$ cat config.mk
export PLATFORM = sky130hd
export DESIGN_NAME = dabf_butterfly
export DESIGN_NICKNAME = d
export VERILOG_FILES = /design/src/rtl/dabf_pkg.sv /design/src/rtl/dabf_lut.sv /design/src/rtl/dabf_acc.sv /design/src/rtl/dabf_piso.sv /design/src/rtl/dabf_butterfly.sv
export SDC_FILE = /design/constraint.sdc
export NUM_CORES = 1
export LEC_CHECK = 0
export ABC_AREA = 1
export BUFFER_PORTS_ARGS = -buffer_cell sky130_fd_sc_hd__buf_2
export CORE_UTILIZATION = 39
export CTS_BUF_LIST = sky130_fd_sc_hd__clkbuf_16
export DETAILED_ROUTE_END_ITERATION = 10
export HOLD_SLACK_MARGIN = 0.06
export REMOVE_ABC_BUFFERS = 1
export SETUP_SLACK_MARGIN = 0.1
export SYNTH_ARGS = -nofsm -noshare
export SYNTH_HDL_FRONTEND = slang
export SYNTH_HIERARCHICAL = 1
export SYNTH_SLANG_ARGS = --single-unit
export TNS_END_PERCENT = 30
$ cat constraint.sdc
create_clock -name clk -period 4.2 [get_ports clk]
set_input_delay 0.42 -clock clk [delete_from_list [all_inputs] [get_ports clk]]
set_output_delay 0.42 -clock clk [all_outputs]
set_load 0.03 [all_outputs]
$ cat src/rtl/dabf_pkg.sv
package dabf_pkg;
    typedef enum logic [1:0] {
        ST_IDLE,
        ST_ACCUM,
        ST_DONE,
        ST_SHIFT
    } dabf_state_t;
endpackage

$ cat src/rtl/dabf_lut.sv
// Four-entry coefficient table addressed by one bit of each operand.
module dabf_lut #(
    parameter int CW = 10,
    parameter logic signed [CW-1:0] COS_C = '0,
    parameter logic signed [CW-1:0] SIN_C = '0,
    parameter bit NEG_SIN = 1'b1
) (
    input  logic              a_in,
    input  logic              b_in,
    output logic signed [CW:0] term
);
    localparam logic signed [CW:0] COS_E = {COS_C[CW-1], COS_C};
    localparam logic signed [CW:0] SIN_E = {SIN_C[CW-1], SIN_C};

    logic signed [CW:0] sin_t;

    generate
        if (NEG_SIN) begin : g_sub
            assign sin_t = -SIN_E;
        end else begin : g_add
            assign sin_t = SIN_E;
        end
    endgenerate

    always_comb begin
        unique case ({a_in, b_in})
            2'b00:   term = '0;
            2'b01:   term = sin_t;
            2'b10:   term = COS_E;
            default: term = COS_E + sin_t;
        endcase
    end
endmodule

$ cat src/rtl/dabf_acc.sv
// Shift-accumulator: bit 0 loads (clearing any residue), the sign bit subtracts.
module dabf_acc #(
    parameter int CW = 10,
    parameter int AW = 19,
    parameter int SW = 3
) (
    input  logic               clk,
    input  logic               rst_n,
    input  logic               ld,
    input  logic               en,
    input  logic               neg,
    input  logic [SW-1:0]      sh,
    input  logic signed [CW:0] term,
    output logic signed [AW-1:0] acc
);
    logic signed [AW-1:0] ext;
    logic signed [AW-1:0] shd;

    always_comb begin
        ext = {{(AW-CW-1){term[CW]}}, term};
        shd = ext <<< sh;
    end

    always_ff @(posedge clk or negedge rst_n) begin
        if (!rst_n) begin
            acc <= '0;
        end else if (ld) begin
            acc <= ext;
        end else if (en) begin
            acc <= neg ? acc - shd : acc + shd;
        end
    end
endmodule

$ cat src/rtl/dabf_piso.sv
// Parallel-in serial-out register, LSB first, fills with zeros behind the data.
module dabf_piso #(
    parameter int RW = 9
) (
    input  logic          clk,
    input  logic          rst_n,
    input  logic          ld,
    input  logic          sh,
    input  logic [RW-1:0] din,
    output logic          sout
);
    logic [RW-1:0] sr;

    always_ff @(posedge clk or negedge rst_n) begin
        if (!rst_n) begin
            sr <= '0;
        end else if (ld) begin
            sr <= din;
        end else if (sh) begin
            sr <= {1'b0, sr[RW-1:1]};
        end
    end

    assign sout = sh ? sr[0] : 1'b0;
endmodule

$ cat src/rtl/dabf_butterfly.sv
module dabf_butterfly
    import dabf_pkg::*;
#(
    parameter int DW = 8,
    parameter int CW = 10,
    parameter int FRAC = 8,
    parameter logic signed [CW-1:0] COS_C = 10'sd222,
    parameter logic signed [CW-1:0] SIN_C = 10'sd128
) (
    input  logic clk,
    input  logic rst_n,
    input  logic bit_vld,
    input  logic bit_first,
    input  logic a_bit,
    input  logic b_bit,
    output logic done,
    output logic out_vld,
    output logic dif_bit,
    output logic sum_bit
);
    localparam int RW = DW + 1;
    localparam int AW = CW + DW + 1;
    localparam int SW = (DW > 2) ? $clog2(DW) : 1;
    localparam int OW = $clog2(RW);

    dabf_state_t st, st_nx;
    logic [SW-1:0] bcnt;
    logic [OW-1:0] ocnt;
    logic take_first, take_bit, is_msb, last_out;
    logic acc_ld, acc_en, piso_ld, piso_sh;
    logic [1:0] lane_bit;

    assign take_first = (st == ST_IDLE) && bit_vld && bit_first;
    assign take_bit   = (st == ST_ACCUM) && bit_vld;
    assign is_msb     = (bcnt == SW'(DW - 1));
    assign last_out   = (ocnt == OW'(RW - 1));

    // State register
    always_ff @(posedge clk or negedge rst_n) begin
        if (!rst_n) begin
            st <= ST_IDLE;
        end else begin
            st <= st_nx;
        end
    end

    // Transitions: start, msb_done, load, drained
    always_comb begin
        st_nx = st;
        unique case (st)
            ST_IDLE:  if (take_first)          st_nx = ST_ACCUM;
            ST_ACCUM: if (take_bit && is_msb)  st_nx = ST_DONE;
            ST_DONE:                           st_nx = ST_SHIFT;
            ST_SHIFT: if (last_out)            st_nx = ST_IDLE;
            default:                           st_nx = ST_IDLE;
        endcase
    end

    // Outputs and datapath controls
    always_comb begin
        done    = (st == ST_DONE);
        out_vld = (st == ST_SHIFT);
        acc_ld  = take_first;
        acc_en  = take_bit;
        piso_ld = (st == ST_DONE);
        piso_sh = (st == ST_SHIFT);
    end

    // Bit and output counters
    always_ff @(posedge clk or negedge rst_n) begin
        if (!rst_n) begin
            bcnt <= '0;
            ocnt <= '0;
        end else begin
            if (take_first) begin
                bcnt <= SW'(1);
            end else if (take_bit) begin
                bcnt <= is_msb ? '0 : bcnt + SW'(1);
            end
            if (st == ST_SHIFT) begin
                ocnt <= last_out ? '0 : ocnt + OW'(1);
            end
        end
    end

    // Lane 0: difference term, lane 1: sum term
    generate
        for (genvar g = 0; g < 2; g++) begin : g_lane
            logic signed [CW:0]   term;
            logic signed [AW-1:0] acc;

            dabf_lut #(
                .CW(CW), .COS_C(COS_C), .SIN_C(SIN_C), .NEG_SIN(g == 0)
            ) u_lut (
                .a_in(a_bit), .b_in(b_bit), .term(term)
            );

            dabf_acc #(
                .CW(CW), .AW(AW), .SW(SW)
            ) u_acc (
                .clk(clk), .rst_n(rst_n), .ld(acc_ld), .en(acc_en),
                .neg(is_msb), .sh(bcnt), .term(term), .acc(acc)
            );

            dabf_piso #(
                .RW(RW)
            ) u_piso (
                .clk(clk), .rst_n(rst_n), .ld(piso_ld), .sh(piso_sh),
                .din(acc[FRAC +: RW]), .sout(lane_bit[g])
            );
        end
    endgenerate

    assign dif_bit = lane_bit[0];
    assign sum_bit = lane_bit[1];
endmodule

==> run summary <==
Core Box Area: 15400 um2
First-pass GRT wire length: 25100 um
Final GP Congestion: 0.846
Crit-path max cell delay: 0.53 ns
ANT nets after route: 0
Buffers & Inverters on Critical Path: 1
Maximum clock insertion buffer count: 2
Crit. End Element: flip-flop
Vias in the first global route: 5139
Hpwl dp: 10900 um
Delay-heaviest family, CP: simple AND/OR/NAND/NOR gates
Syn Std Cell Area: 6220 um2
TritonCTS clock tree: done
TritonRoute pass-1 iters: 5
TNS Setup: 0 ns
CP Class: flip-flop to flip-flop
Die X: 128 um
Period Utilization, post-route: 88.1%
Slew Viols, Final: 0
Post-CTS Setup Bufs: 0
WL/cell: 12.8 um
Share of post-route cells with drive strength above 1: 10.5%
Final nets: 975
CP required: 4.42 ns
Syn_area_per_cell: 6.78 um2
Max_cap viols: 0
Clk_lat worst skew: 0.34 ns
CP startpoint kind: flip-flop
Cell Chain, Critical Path: inv_2 > nand2_1 > a21oi_1 > nand2_2 > ha_1 > nand2_1 > nor2_1 > nand2_1 > nand2_1 > o21ai_0 > xnor2_1 > ha_1 > nand2_1 > nor3_2 > nand4_1 > nor2_1 > nor2_1 > o21bai_1 > nand2_1 > nand2_1 > a21oi_1 > o21ai_0 > nand2_1
Final hold vios: 0
Hold Crit Class: primary input to asynchronous set/reset pin
Clock Skew: 0.00830 ns
CP most frequent cell: nand2_1
CTS sink cnt: 61
Ys Warns: 6
Slew @ Worst Pin: 0.875 ns
Post-Route Utilization: 43.3%
RSZ-0062 raised after global routing: no
Tmin final: 3.70 ns
Num rows: 45
Initial antenna violation count: 0
Total GRT Usage: 19.0%
Crit path max-delay cell type: dfrtp_1
Via/cell ratio: 4.99
WP data arrival: 3.92 ns
Hold_buf cts: 0
Rel. slew slack: 41.7%
Largest net degree at the start of global routing: 33
CTS buffer count: 9
Layout Area Growth over Synthesis: 6.88%
Initial Util: 40.5%
Port bufs: 9
Status: finished, final reports clean
Final Routed Wirelength: 14500 um
Die area: 16500 um2
GRT overflow: 0
Clock Tree Root: clkbuf_16
Ant. Diodes: 0
Reg area: 1530 um2
H-tree levels: 3
Max FO, Critical Path: 12
Clock-pin slew on the worst setup and hold paths: 0.06 ns
Multi-input gate area: 4100 um2
DRC: 0
Syn Inst Count: 917
Number of fill cells: 1647
I/O pin cnt: 10
Initial detailed-routing violation count: 400
F_max: 270 MHz
Final setup viols: 0
Die H: 128 um
Via count: 5653
## final timing paths
path / start / slack [ns] / endpoint / cells past startpoint
worst max-delay path: bcnt[0]$_DFFE_PN0P_ / 0.50 / g_lane[0].u_acc/acc[16]$_DFFE_PN0P_ / 23
worst min-delay path: rst_n / 0.20 / g_lane[1].u_acc/acc[2]$_DFFE_PN0P_ / 1
worst max register to register: bcnt[0]$_DFFE_PN0P_ / 0.50 / g_lane[0].u_acc/acc[16]$_DFFE_PN0P_ / 23
worst min register to register: g_lane[0].u_piso/sr[8]$_DFFE_PN0P_ / 0.47 / g_lane[0].u_piso/sr[8]$_DFFE_PN0P_ / 2
max in group asynchronous: rst_n / 3.07 / g_lane[0].u_piso/sr[6]$_DFFE_PN0P_ / 2
min in group clk: bit_first / 0.45 / bcnt[0]$_DFFE_PN0P_ / 3
## flip-flops by register name (all words and copies together) (netlist names)
name,count
g_lane.u_piso/sr,18
g_lane.u_acc/acc,34
st,2
bcnt,3
ocnt,4
## final cells by class
cell class	instances	area share (%)
inverters	90	5.10
multi-input cells	731	61.6
clock inverters	6	0.489
flip-flops and latches	61	23.0
clock buffers	9	3.39
well taps	211	3.97
repair buffers	25	2.48
## what timing repair did
action	in CTS	in global routing
endpoints found under the hold margin	0	0
endpoints found under the setup margin	0	2
resized for setup	0	1
## metal layers
metal  share of wire (%)  global-route usage (%)  vias up
met3                 3.1                    2.75       11
met5                   0                       0        -
met1                  53                    28.0     2557
li1                    -                       -     3009
met2                  42                    28.7       76
met4                0.98                    5.12        0
## cell usage in the layout, fill, tap and decap left out, types with 13 or more instances in the layout
cell,n
a21oi_1,59
a22oi_1,13
buf_4,16
dfrtp_1,61
ha_1,49
inv_1,83
nand2_1,264
nand3_1,100
nand3_2,17
nor2_1,55
o21ai_0,56
xnor2_1,15
xor2_1,29
## worst register-to-register path: cells and delay by family, from the launching register on
family	cells	cell delay, ns
xor+xnor	1	0.11
flops	1	0.53
simple gates	14	1.36
fa+ha+maj	2	0.56
buf+inv	1	0.25
compound gates	5	0.76
## through the flow
step / instance area [um2] / hold slack (ns) / setup WS [ns] / instances
CTS: 6640 / 0.232 / 0.432 / 1133
finish: 6650 / 0.199 / 0.501 / 1133
floorplan: 5960 / 0.124 / 0.530 / 882
detailed placement: 6390 / 0.467 / 0.209 / 1118
global route: 6650 / 0.271 / 0.126 / 1133
global placement: 6390 / 0.462 / 0.172 / 1118
Power is not shown: default switching activity piles up to over one toggle a cycle in this logic, so the estimate is an artifact.
